===== src/rtl/tri_countdown_timer.sv =====
`timescale 1ns/1ps
module tri_countdown_timer #(
  parameter int DATA_W = 8,
  parameter int ADDR_W = 3
) (
  input  logic              clk,
  input  logic              rst_n,
  input  logic              tick_en,
  input  logic [ADDR_W-1:0] bus_addr,
  input  logic              bus_wr,
  input  logic [DATA_W-1:0] bus_wdata,
  output logic [DATA_W-1:0] bus_rdata,
  output logic              irq
);
  localparam int CNT_W = 2 * DATA_W;
  localparam int NTMR = 3;
  localparam logic [ADDR_W-1:0] A_FLAG = ADDR_W'(6);
  localparam logic [ADDR_W-1:0] A_MASK = ADDR_W'(7);
  localparam int B_T1 = 3, B_T2 = 4, B_T3 = 6, B_SUM = 7;

  logic [CNT_W-1:0] count [NTMR];
  logic [NTMR-1:0]  running, expire, flags, mask;
  logic [CNT_W-1:0] reload1;
  logic             flag_wr;
  logic [NTMR-1:0]  wsel;

  assign flag_wr = bus_wr && bus_addr == A_FLAG;
  assign wsel = {bus_wdata[B_T3], bus_wdata[B_T2], bus_wdata[B_T1]};

  for (genvar g = 0; g < NTMR; g++) begin : g_tmr
    localparam logic [ADDR_W-1:0] A_LO = ADDR_W'(2 * g);
    localparam logic [ADDR_W-1:0] A_HI = ADDR_W'(2 * g + 1);
    logic wr_lo, wr_hi, step;
    logic [CNT_W-1:0] cnt_q;

    assign wr_lo = bus_wr && bus_addr == A_LO;
    assign wr_hi = bus_wr && bus_addr == A_HI;
    assign step  = running[g] && tick_en;
    assign count[g] = cnt_q;

    always_ff @(posedge clk or negedge rst_n)
      if (!rst_n)     running[g] <= 1'b0;
      else if (wr_lo) running[g] <= 1'b0;
      else if (wr_hi) running[g] <= 1'b1;

    if (g == 0) begin : g_reload
      logic [CNT_W-1:0] rld_q;
      assign reload1 = rld_q;
      assign expire[g] = step && cnt_q <= CNT_W'(1);

      always_ff @(posedge clk or negedge rst_n)
        if (!rst_n) rld_q <= '0;
        else if (wr_lo) rld_q[DATA_W-1:0] <= bus_wdata;
        else if (wr_hi) rld_q[CNT_W-1:DATA_W] <= bus_wdata;

      always_ff @(posedge clk or negedge rst_n)
        if (!rst_n)         cnt_q <= '0;
        else if (wr_hi)     cnt_q <= {bus_wdata, rld_q[DATA_W-1:0]};
        else if (wr_lo)     cnt_q <= cnt_q;
        else if (expire[g]) cnt_q <= rld_q;
        else if (step)      cnt_q <= cnt_q - 1'b1;
    end else begin : g_free
      assign expire[g] = step && cnt_q == CNT_W'(1);

      always_ff @(posedge clk or negedge rst_n)
        if (!rst_n)     cnt_q <= '0;
        else if (wr_lo) cnt_q[DATA_W-1:0] <= bus_wdata;
        else if (wr_hi) cnt_q[CNT_W-1:DATA_W] <= bus_wdata;
        else if (step)  cnt_q <= cnt_q - 1'b1;
    end
  end

  always_ff @(posedge clk or negedge rst_n)
    if (!rst_n) flags <= '0;
    else        flags <= expire | (flags & ~(wsel & {NTMR{flag_wr}}));

  always_ff @(posedge clk or negedge rst_n)
    if (!rst_n)                               mask <= '0;
    else if (bus_wr && bus_addr == A_MASK)    mask <= wsel;

  assign irq = |(flags & mask);

  function automatic logic [DATA_W-1:0] spread(input logic [NTMR-1:0] v, input logic top);
    logic [DATA_W-1:0] r;
    r = '0;
    r[B_T1] = v[0];
    r[B_T2] = v[1];
    r[B_T3] = v[2];
    r[B_SUM] = top;
    return r;
  endfunction

  always_comb begin
    case (bus_addr)
      ADDR_W'(0): bus_rdata = count[0][DATA_W-1:0];
      ADDR_W'(1): bus_rdata = count[0][CNT_W-1:DATA_W];
      ADDR_W'(2): bus_rdata = count[1][DATA_W-1:0];
      ADDR_W'(3): bus_rdata = count[1][CNT_W-1:DATA_W];
      ADDR_W'(4): bus_rdata = count[2][DATA_W-1:0];
      ADDR_W'(5): bus_rdata = count[2][CNT_W-1:DATA_W];
      A_FLAG:     bus_rdata = spread(flags, irq);
      default:    bus_rdata = spread(mask, 1'b0);
    endcase
  end
endmodule



===== config.mk =====
export PLATFORM = sky130hd
export DESIGN_NAME = tri_countdown_timer
export DESIGN_NICKNAME = d
export VERILOG_FILES = /design/src/rtl/tri_countdown_timer.sv
export SDC_FILE = /design/constraint.sdc
export NUM_CORES = 1
export LEC_CHECK = 0
export BUFFER_PORTS_ARGS = -buffer_cell sky130_fd_sc_hd__buf_2
export CAP_MARGIN = 40
export CORE_MARGIN = 1
export CORE_UTILIZATION = 45
export CTS_CLUSTER_DIAMETER = 100
export DETAILED_ROUTE_END_ITERATION = 8
export GPL_TIMING_DRIVEN = 0
export PLACE_DENSITY_LB_ADDON = 0.2
export SLEW_MARGIN = 20
export SYNTH_ARGS = -nofsm -noshare
export SYNTH_HDL_FRONTEND = slang
export SYNTH_SLANG_ARGS = --single-unit

===== constraint.sdc =====
create_clock -name clk -period 3.25 [get_ports clk]
set_input_delay 0.8125 -clock clk [delete_from_list [all_inputs] [get_ports clk]]
set_output_delay 0.8125 -clock clk [all_outputs]
set_load 0.1 [all_outputs]

# Word-level counts from Yosys, hierarchy flattened
# Index checks and enable logic that the tools add are counted.
# totals
regBits,73
input_bits,15
elab_cells,85
# op_classes
n_addsub,3
n_lt_le_gt_ge,1
n_eq_ne,12
mux,19
bitwise,8
n_reduce_logical,30
# op_table
cell,count
$mux W16,6
$pmux W8 S7,1
$mux W8,6
$sub A16 B1 Y16 const B,3
$eq A16 B1 Y1 const B,2
$le A16 B1 Y1 const B,1
$logic_and A1 B1 Y1,14
$reduce_bool A2 Y1,7
$eq A3 B3 Y1 const B,4
$reduce_and A2 Y1,6
$and A3 B3 Y3,3
$eq A3 B2 Y1 const B,2
$mux W1,6
$ne A2 B2 Y1 const B,2
$eq A3 B1 Y1 const B,1
$logic_not A3 Y1,1
$not A1 Y1,3
$not A3 Y3,1
$or A3 B3 Y3,1
$reduce_bool A3 Y1,1
$reduce_or A3 Y1,1
$ne A2 B1 Y1 const B,1

# Logic depth before layout (Yosys ltp)
# Gate-level depths: netlist (run 1).
# logic_depth
ltp_word,6
ltp_mapped,10
ltp_nobuf,7

# Worst setup path before layout (run 1)
# OpenSTA, ideal clock, no wires.
# synth_path
path_kind,input to output
startpoint,input port bus_addr[0]
endpoint,output port bus_rdata[1]
t_arrival_ps,4087
required_ps,2438
path_slack_ps,-1650
path_stages,6
n_path_buf,3
path_cell_list,clkbuf_1 buf_1 clkbuf_1 nand3_1 o31a_1 o21ai_0
# synth_between
elab_chain_len,2
# synth_rtl
item,line,rtl
"start, declared",9,"input logic [ADDR_W-1:0] bus_addr,"
"$eq A3 B3 Y1, or another cell as far along",94,case (bus_addr)
$pmux W8 S7 *,94,
"end, declared",12,"output logic [DATA_W-1:0] bus_rdata,"
# Every way passes the cells marked *; elsewhere a longest branch is shown, timed or not.

# Worst setup path after layout (run 1)
# layout_path
startpoint,input port bus_addr[0]
endpoint,output port bus_rdata[4]
# The elaborated chain is that of the path after synthesis.

==> key figures, run 1 <==
STA
  – Slew headroom: 39.8%
  – Clock skew: 0.00609 ns
  – Final Hold Slack: 0.381 ns
  – Min Tclk post-route: 3.17 ns
  – Endpoints failing setup: 0
  – Max frequency: 315 MHz
  – Final hold viol count: 0
  – Worst-Margin Slew: 0.896 ns
  – Tcrit/Tclk final: 97.6%
  – Final Max Tran Viols: 0

Clock network
  – Worst skew pair latency: 0.38 ns
  – Num CTS Buffers: 9
  – TritonCTS clock tree: built
  – Sink Count: 73
  – Reg clk slew, reported paths: 0.07 ns
  – Clock Tree Root: clkbuf_8
  – H-tree levels: 3
  – Max clock buf depth: 2
  – Post-CTS setup-driven buffer insertion count: 0

Synthesis
  – Mean Syn Cell Area: 8.55 um^2
  – Mux cell area share after synthesis: 6.26%
  – Synth Register Bits: 73
  – Xor/xnor share of the synthesized area: 0%
  – Post-synth EDFFs: 0
  – Compound-Gate Fraction of Synth Area: 23.0%
  – Share of synthesized registers carrying an async set or reset: 100%
  – Synth cell types: 64
  – Largest family of logic cells by synthesized area: simple AND/OR/NAND/NOR gates
  – Post-synthesis cell count: 552
  – Cell area after synthesis: 4720 um^2
  – Ys flop type: dfrtp_1
  – Yosys warns: 0
  – Adder-cell share of the synthesized area: 1.59%
  – Simple-Gate Fraction of Synth Area: 25.3%
  – Mapped Nets: 573
  – Seq/Total Area, Yosys: 38.7%

Floorplanning
  – Initial Util: 46.1%
  – Core outline area: 10200 um^2
  – IO Pins: 24
  – Placement row count: 37
  – Die W: 104 um
  – Die Ht: 104 um
  – DIE AREA: 10900 um^2

Worst setup path
  – Crit-path max FO: 12
  – Critical path endpoint category: output pin
  – RR Startpoint: g_tmr[0].cnt_q[3]
  – CP Launch Type: primary input
  – Reg2reg setup slack: 0.70 ns
  – Slowest CP cell: buf_2
  – Cell depth of the worst setup path: 9
  – Critical Path RT: 2.44 ns
  – Bufs and invs on worst path: 4
  – Critical path arrival: 2.36 ns
  – WS Path Type: in2out
  – Crit path to: bus_rdata[4]
  – Reg2Reg Capture Point: g_tmr[0].cnt_q[13]
  – Largest delay share family, worst path: buffers and inverters
  – Slowest cell delay on critical path: 0.22 ns
  – R2R cell count: 8
  – Critical path, cell by cell: buf_2 > buf_6 > buf_2 > nand2_1 > nand2_1 > o2bb2ai_1 > o21ai_1 > a21oi_4 > buf_8
  – Worst Setup SP: bus_addr[0]

Run status
  – Status: finished clean

Layout
  – Design Area, Final: 5430 um^2
  – Layout cells sized above 1: 15.8%
  – Nets: 603
  – Non-Filler Instances: 723
  – Area Overhead vs Synth: 15.0%
  – Final Util: 53.0%
  – Most common cell after layout, fill and taps aside: dfrtp_1
  – Most frequent cells in the layout: dfrtp_1, nand2_1, o21ai_0
  – Fillers: 971
  – ANT cells: 0

Global route
  – Vias in the first global route: 4346
  – Pin count of the biggest net entering global routing: 41
  – Global-route wire length before repair: 23300 um
  – Initial antenna violation count: 0
  – Gr usage total: 28.1%
  – Grt ovf: 0

Placement
  – Port buffer count: 19
  – Gpl congestion: 0.907
  – Post-DP HPWL: 10300 um
  – DP Area: 5130 um^2
  – Dpl cells: 709

Routing
  – Via count: 4497
  – WL final: 14500 um
  – DR DRC count: 0
  – ANT nets after route: 0
  – WL/cell: 20.0 um
  – Pre-antenna DRT Iters: 6
  – Initial DRC count: 409
  – Via density: 6.22

Power and ir drop
  – Leakage: 2.15 nW
  – VDD IR max: 0.493 mV
  – Cell area power density: 739 nW/um^2
  – Overall Power: 4.01 mW

Hold path
  – HP Class: in2async

Job
  – Max-cap violations: 0
-- flip-flops by register name (all words and copies together) (netlist names) --
register              count
g_tmr.g_reload.rld_q     16
mask                      3
flags                     3
g_tmr.cnt_q              48
running                   3
-- through the flow --
step | worst slack [ns] | setup TNS, ns
floorplan | 0.0579 | 0
global placement | -0.376 | -1.48
detailed placement | -0.431 | -1.72
CTS | -0.0918 | -0.0918
global route | -0.0140 | -0.0140
finish | 0.0789 | 0
-- logic make-up (layout without fill, tap and decap cells) --
group | count (synthesis) | after routing
buffers and inverters | 55 | 90
adders and majority gates | 6 | 6
DFF | 73 | 73
muxes | 23 | 23
AOI/OAI and AO/OA | 171 | 171
and+or+nand+nor | 224 | 224
-- area by class of cell --
class                           count  area (um^2)  area share, %
Multi-Input combinational cell    424         2760           50.9
Buffer                             35          194           3.57
Inverter                           17         63.8           1.18
Sequential cell                    73         1830           33.7
Timing Repair Buffer               22          151           2.79
Clock inverter                      6          130           2.40
Clock buffer                       10          128           2.35
Tap cell                          136          170           3.14
-- timing repair --
| item | 4_1_cts | 5_1_grt |
|---|---|---|
| hold buffers | 0 | 0 |
| resized for setup | 12 | 8 |
| setup endpoints to repair | 8 | 8 |
-- synthesized netlist by cell type (all sizes together) (7+ instances only) --
master / instances / area (um^2)
nor2: 35 / 131
buf: 12 / 77.6
nand3: 15 / 75.1
nand4: 8 / 50.1
inv: 17 / 63.8
dfrtp: 73 / 1830
mux2i: 7 / 70.1
nor4: 14 / 93.8
nand2: 71 / 267
mux2: 12 / 135
a22oi: 7 / 52.6
clkbuf: 26 / 97.6
o22ai: 10 / 62.6
nor3: 19 / 95.1
a21oi: 50 / 258
or3: 13 / 81.3
o21ai: 51 / 255
or4: 9 / 78.8
-- worst min-delay path by stage --
stage,depth (start not counted),to,slack (ns),start
after global routing,1,g_tmr[0].g_reload.rld_q[13],0.41,rst_n
after global placement,2,g_tmr[0].g_reload.rld_q[13],0.46,g_tmr[0].g_reload.rld_q[13]
after CTS,1,g_tmr[0].cnt_q[8],0.39,rst_n
final,1,g_tmr[0].g_reload.rld_q[11],0.38,rst_n
after floorplan,2,g_tmr[0].g_reload.rld_q[13],0.44,g_tmr[0].g_reload.rld_q[13]
after detailed placement,2,g_tmr[0].g_reload.rld_q[10],0.47,g_tmr[0].g_reload.rld_q[10]
-- per-layer routing --
layer | global-route usage (%) | vias to the layer above | part of all wire, %
met5 | 0 | - | 0
met4 | 12.0 | 0 | 3.7
met3 | 6.89 | 35 | 7.6
met2 | 41.0 | 191 | 43
met1 | 39.5 | 2156 | 46
li1 | - | 2115 | -
-- power breakdown --
part	switching, mW	internal [mW]	leakage, nW	total [mW]
Clock	0.355	0.585	0.130	0.940
Combinational	0.868	0.554	1.14	1.42
Sequential	0.436	1.21	0.881	1.65
Total	1.66	2.35	2.15	4.01
(Power assumes the default switching activity.)
==> inputs of run 2 (changes only) <==
==> constraint.sdc (replaced) <==
create_clock -name clk -period 3.25 [get_ports clk]
set_input_delay 0 -clock clk [delete_from_list [all_inputs] [get_ports clk]]
set_output_delay 0 -clock clk [all_outputs]
set_load 0.1 [all_outputs]
==> run 2 against run 1 <==
Hold slack worse by 0.37 ns. Critical path type is now reg2reg. Combinational power shrank 7%. Cell count increased by 0.83%. Sequential share of layout area up 0.67 points. Worst setup slack better by 0.67 ns. First-iteration DRC count shrank 20%. Sequential power is essentially flat. Flip-flop and latch count stayed put. Die area did not move. Maximum frequency increased by 27%. Global-route usage is 0.059 points lower. Largest power group unchanged.
==> key figures, run 2 (same netlist as run 1, synthesis figures left out) <==
Run status
  – Status: finished clean

Worst setup path
  – R2R cell count: 8
  – Critical Path RT: 3.49 ns
  – CP Launch Type: flop
  – Critical path endpoint category: flop
  – Critical path arrival: 2.74 ns
  – Reg2reg setup slack: 0.75 ns
  – Reg2Reg Capture Point: g_tmr[0].cnt_q[13]
  – Crit-path max FO: 10
  – Worst Setup SP: g_tmr[0].cnt_q[3]
  – RR Startpoint: g_tmr[0].cnt_q[3]
  – WS Path Type: reg2reg

Power and ir drop
  – P_sw: 1.63 mW
  – Cell area power density: 742 nW/um^2
  – Net Sw Frac: 41.2%
  – Pint: 2.32 mW
  – Comb pwr share: 33.6%
  – VDD IR max: 0.358 mV
  – Clock share of power: 24.6%
  – Flop pwr share: 41.9%
  – Leakage: 2.11 nW

Floorplanning
  – Die W: 104 um
  – Initial Util: 46.1%
  – DIE AREA: 10900 um^2
  – Core outline area: 10200 um^2
  – IO Pins: 24
  – Die Ht: 104 um
  – Placement row count: 37

Routing
  – WL/cell: 20.2 um
  – ANT nets after route: 0
  – WL final: 14700 um
  – DR DRC count: 0
  – Via count: 4615
  – Initial DRC count: 327
  – Via density: 6.33
  – Pre-antenna DRT Iters: 7

Clock network
  – H-tree levels: 3
  – TritonCTS clock tree: built
  – Clock Tree Root: clkbuf_8
  – Max clock buf depth: 2
  – Reg clk slew, reported paths: 0.08 ns
  – Num CTS Buffers: 9
  – Sink Count: 73
  – Post-cts sizing count: 0
  – Worst skew pair latency: 0.35 ns

Layout
  – Top reg by flops: g_tmr.cnt_q
  – Layout cells sized above 1: 12.5%
  – Most frequent cells in the layout: dfrtp_1, nand2_1, a21oi_1
  – Max reg flops: 48
  – Area Overhead vs Synth: 12.8%
  – Most common cell after layout, fill and taps aside: dfrtp_1
  – Fillers: 938
  – Nets: 610
  – Final Util: 52.0%
  – Storage element area: 1830 um^2
  – Multi-input gate area: 2650 um^2
  – Top flop regs: g_tmr.cnt_q (48), g_tmr.g_reload.rld_q (16)
  – ANT cells: 0
  – Non-Filler Instances: 729

STA
  – RSZ-0062 raised after global routing: no
  – Final setup TNS: 0 ns
  – Final Max Tran Viols: 0
  – Final hold viol count: 0
  – Min Tclk post-route: 2.50 ns
  – Endpoints failing setup: 0
  – Tcrit/Tclk final: 76.9%
  – Max frequency: 400 MHz
  – Clock skew: 0.00960 ns
  – Worst-Margin Slew: 0.827 ns
  – Slew headroom: 44.9%
  – Final Hold Slack: 0.00785 ns

Hold path
  – Hold depth: 3
  – Worst Hold Launch: bus_wdata[2]
  – Worst Hold Path EP: g_tmr[0].g_reload.rld_q[10]
  – HP Class: in2reg

Placement
  – Port buffer count: 19
  – Dpl cells: 709
  – Gpl congestion: 0.921
  – Post-DP HPWL: 10400 um

Global route
  – Vias in the first global route: 4403
  – Grt ovf: 0
  – Initial antenna violation count: 0
  – Gr usage total: 28.0%
  – Global-route wire length before repair: 23700 um
  – Pin count of the biggest net entering global routing: 42

Job
  – Max-cap violations: 0
run 2: cell type report:
cell class / count / share of cell area (%)
Buffer: 38 / 3.29
Tap cell: 136 / 3.20
Sequential cell: 73 / 34.3
Clock buffer: 10 / 2.59
Multi-Input combinational cell: 424 / 49.8
Timing Repair Buffer: 26 / 3.15
Clock inverter: 5 / 2.40
Inverter: 17 / 1.20
run 2: worst max path at each step:
| stage | end | slack [ns] |
|---|---|---|
| floorplan | bus_rdata[4] | 0.45 |
| global placement | g_tmr[0].cnt_q[13] | 0.78 |
| detailed placement | g_tmr[0].cnt_q[13] | 0.78 |
| CTS | g_tmr[0].cnt_q[13] | 0.76 |
| global route | bus_rdata[4] | 0.56 |
| finish | g_tmr[0].cnt_q[13] | 0.75 |
run 2: worst max-delay path, stage by stage, from the launching register on:
cell and delay, ns:
dfrtp_1 0.43, or4_4 0.56, or4_1 0.40, clkbuf_1 0.20
o21ai_1 0.20, buf_4 0.20, buf_6 0.16, nand4_1 0.09
o221a_2 0.14
run 2: per-stage QoR:
| step | instance area (um^2) | worst slack [ns] | total power, mW |
|---|---|---|---|
| 3_5_place_dp | 5010 | 0.779 | 2.97 |
| 2_1_floorplan | 4720 | 0.446 | 2.53 |
| 3_3_place_gp | 4980 | 0.785 | 2.92 |
| 6_report | 5320 | 0.752 | 3.95 |
| 5_1_grt | 5320 | 0.559 | 4.16 |
| 4_1_cts | 5320 | 0.760 | 3.93 |
run 2: layer usage:
metal	part of all wire (%)	up-vias	global-route usage, %
met4	3.0	0	12.6
met2	47	166	45.2
met3	5.8	33	3.32
met1	44	2276	37.7
li1	-	2140	-
met5	0	-	0
run 2: power groups by stage:
stage	Sequential, mW	Clock, mW	Combinational, mW
2_1_floorplan	1.48	0	1.05
3_3_place_gp	1.65	0	1.27
3_5_place_dp	1.66	0	1.31
4_1_cts	1.64	0.980	1.32
5_1_grt	1.69	1.00	1.46
6_report	1.65	0.970	1.32
run 2: what timing repair did:
item | CTS | global route
hold buffers | 4 | 0
endpoints found under the setup margin | 0 | 0
hold endpoints to repair | 43 | 0
setup buffers | 0 | 0
==> inputs of run 3 (changes only) <==
--- a/config.mk
+++ b/config.mk
@@ -5,6 +5,7 @@
 export SDC_FILE = /design/constraint.sdc
 export NUM_CORES = 1
 export LEC_CHECK = 0
+export ABC_AREA = 1
 export BUFFER_PORTS_ARGS = -buffer_cell sky130_fd_sc_hd__buf_2
 export CAP_MARGIN = 40
 export CORE_MARGIN = 1
==> constraint.sdc (replaced) <==
create_clock -name clk -period 2 [get_ports clk]
set_input_delay 0 -clock clk [delete_from_list [all_inputs] [get_ports clk]]
set_output_delay 0 -clock clk [all_outputs]
set_load 0.1 [all_outputs]
==> run 3 against run 2 <==
Non-clock buffer count fell by 16. Global-route usage up 1.1 points. Synthesized cell count grew 29%. Utilization rose by 0.66 points.
==> key figures, run 3 <==
Routing
  – Via density: 5.58
  – Via count: 5014
  – Pre-antenna DRT Iters: 5
  – ANT nets after route: 0
  – DR DRC count: 0
  – WL final: 15800 um
  – WL/cell: 17.6 um
  – Initial DRC count: 446

Hold path
  – Hold depth: 3
  – HP Class: in2reg

Clock network
  – Reg clk slew, reported paths: 0.08 ns
  – Num CTS Buffers: 9
  – H-tree levels: 3
  – Sink Count: 73
  – Clock Tree Root: clkbuf_8
  – Max clock buf depth: 2
  – Worst skew pair latency: 0.37 ns
  – TritonCTS clock tree: built

Synthesis
  – Synth cell types: 37
  – Mapped Nets: 735
  – Synth top area share: 37.2%
  – Share of synthesized registers carrying an async set or reset: 100%
  – Synth top cells by count: nand2_1, nor2_1, dfrtp_1, inv_1, o21ai_0
  – Mean Syn Cell Area: 6.87 um^2
  – Yosys top cell by area: dfrtp_1
  – Ys flop type: dfrtp_1
  – Largest cells by area after synthesis: dfrtp_1, nand2_1, nor2_1
  – Seq/Total Area, Yosys: 37.2%
  – Dominant cell by count in the synthesized netlist: nand2_1
  – Synth Register Bits: 73
  – Post-synthesis cell count: 714
  – Post-synth EDFFs: 0
  – Cell area after synthesis: 4910 um^2
  – Yosys warns: 0

Power and ir drop
  – Net Sw Frac: 49.3%
  – P_sw: 3.50 mW
  – Overall Power: 7.10 mW
  – Leakage: 2.70 nW
  – VDD IR max: 0.814 mV
  – Pint: 3.60 mW
  – Flop pwr share: 37.6%
  – Comb pwr share: 46.4%
  – Clock share of power: 16.0%
  – Cell area power density: 1290 nW/um^2

Worst setup path
  – Reg2reg setup slack: 0.14 ns
  – Slowest cell delay on critical path: 0.47 ns
  – Critical path arrival: 2.12 ns
  – Crit path to: g_tmr[0].cnt_q[3]
  – Crit-path max FO: 10
  – Worst Setup SP: g_tmr[0].cnt_q[0]
  – R2R cell count: 10
  – CP Launch Type: flop
  – Crit-path most repeated cell: nand2_2
  – Critical Path RT: 2.26 ns
  – Critical path, cell by cell: inv_2 > ha_2 > nand2_2 > a21oi_2 > nand2_2 > nand2_4 > buf_6 > nand2_1 > nand3_1 > o21ai_1
  – Reg2Reg Capture Point: g_tmr[0].cnt_q[3]
  – Slowest CP cell: dfrtp_2
  – RR Startpoint: g_tmr[0].cnt_q[0]
  – WS Path Type: reg2reg
  – Critical path endpoint category: flop

STA
  – Final Hold Slack: 0.00550 ns
  – Min Tclk post-route: 1.86 ns
  – Endpoints failing setup: 0
  – Final hold viol count: 0
  – Worst Setup Slack, final: 0.138 ns
  – Final Max Tran Viols: 0
  – Slew headroom: 63.3%
  – Worst-Margin Slew: 0.551 ns
  – Max frequency: 537 MHz
  – Tcrit/Tclk final: 93.1%
  – Clock skew: 0.0122 ns
  – RSZ-0062 raised after global routing: no

Layout
  – Most frequent cells in the layout: nand2_1, nor2_1, inv_1, dfrtp_1, o21ai_0
  – Top reg by flops: g_tmr.cnt_q
  – Non-Filler Instances: 898
  – Most common cell after layout, fill and taps aside: nand2_1
  – Area Overhead vs Synth: 12.3%
  – Top flop regs: g_tmr.cnt_q (48), g_tmr.g_reload.rld_q (16)
  – Nets: 779
  – Max reg flops: 48
  – Fillers: 1074
  – Final Util: 52.7%
  – ANT cells: 0
  – Layout cells sized above 1: 12.2%

Run status
  – Status: finished clean

Placement
  – Dpl cells: 874
  – Gpl congestion: 0.907
  – Post-DP HPWL: 11900 um
  – Port buffer count: 23
  – Setup Slack @ Placement: -0.137 ns

Global route
  – Pin count of the biggest net entering global routing: 45
  – Initial antenna violation count: 0
  – Global-route wire length before repair: 24600 um
  – Gr usage total: 29.1%
  – Grt ovf: 0
  – Vias in the first global route: 4644

Floorplanning
  – Initial Util: 46.9%
  – Die Ht: 106 um
  – Placement row count: 37
  – IO Pins: 24
  – Die W: 106 um
  – DIE AREA: 11300 um^2
  – Core outline area: 10500 um^2

Job
  – Max-cap violations: 0
-- run 3: cell types whose count changed after synthesis, sizes merged, moves of 24 or more --
cell / previous run / this run
nand3: 15 / 49
clkbuf: 26 / 2
nand2: 71 / 202
inv: 17 / 82
nor2: 35 / 101
o21ai: 51 / 85
-- run 3: metrics by stage --
step / setup TNS [ns] / area, um^2
3_5_place_dp: -1.08 / 5230
5_1_grt: 0 / 5510
3_3_place_gp: -1.51 / 5200
6_report: 0 / 5510
2_1_floorplan: 0 / 4920
4_1_cts: 0 / 5500
-- run 3: final cells by class --
class	instances	area (um^2)	area share, %
Buffer	15	123	2.23
Clock buffer	11	131	2.38
Clock inverter	4	45.0	0.818
Inverter	82	310	5.63
Multi-Input combinational cell	544	2670	48.5
Sequential cell	73	1830	33.2
Tap cell	136	170	3.09
Timing Repair Buffer	33	230	4.18
-- run 3: kinds of logic after synthesis --
logic type	after synthesis	synth area share [%]
XOR/XNOR	16	2.86
AO/OA/AOI/OAI	156	17.7
adder cells (fa/ha/maj)	6	1.53
buffers and inverters	97	8.82
flip-flops	73	37.2
AND/OR/NAND/NOR	366	31.8
-- run 3: worst min-delay path by stage --
stage,from,end,slack (ns)
global placement,bus_wdata[4],g_tmr[0].g_reload.rld_q[4],0.26
CTS,bus_wdata[0],g_tmr[0].g_reload.rld_q[0],0.004
detailed placement,rst_n,g_tmr[1].cnt_q[13],-0.02
floorplan,rst_n,flags[0],-0.30
finish,bus_wdata[3],g_tmr[0].g_reload.rld_q[3],0.006
global route,bus_wdata[0],g_tmr[0].g_reload.rld_q[0],0.01
-- run 3: critical path, delay by kind of cell (launching register included) --
| kind | cells | cell delay [ns] |
|---|---|---|
| AND/OR/NAND/NOR | 5 | 0.54 |
| flip-flops | 1 | 0.47 |
| buffers and inverters | 2 | 0.27 |
| AO/OA/AOI/OAI | 2 | 0.26 |
| adder cells (fa/ha/maj) | 1 | 0.21 |
-- run 3: power groups by stage --
stage | Combinational [mW] | Sequential [mW] | Clock (mW)
floorplan | 2.50 | 2.45 | 0
global placement | 3.16 | 2.65 | 0
detailed placement | 3.22 | 2.65 | 0
CTS | 3.24 | 2.63 | 1.16
global route | 3.68 | 2.72 | 1.21
finish | 3.30 | 2.67 | 1.14
-- run 3: repair_timing --
item                                    4_1_cts  5_1_grt
endpoints found under the hold margin        82        0
pin swaps                                     1        0
endpoints found under the setup margin       11       11
setup buffers                                 2        0
gates resized for setup                       1        5
hold buffers                                  7        0
-- run 3: routing by layer --
metal	vias to the layer above	global-route usage (%)	part of all wire, %
li1	2420	-	-
met4	0	8.90	1.8
met1	2385	41.8	47
met2	186	44.3	44
met5	-	0	0
met3	23	5.27	6.9
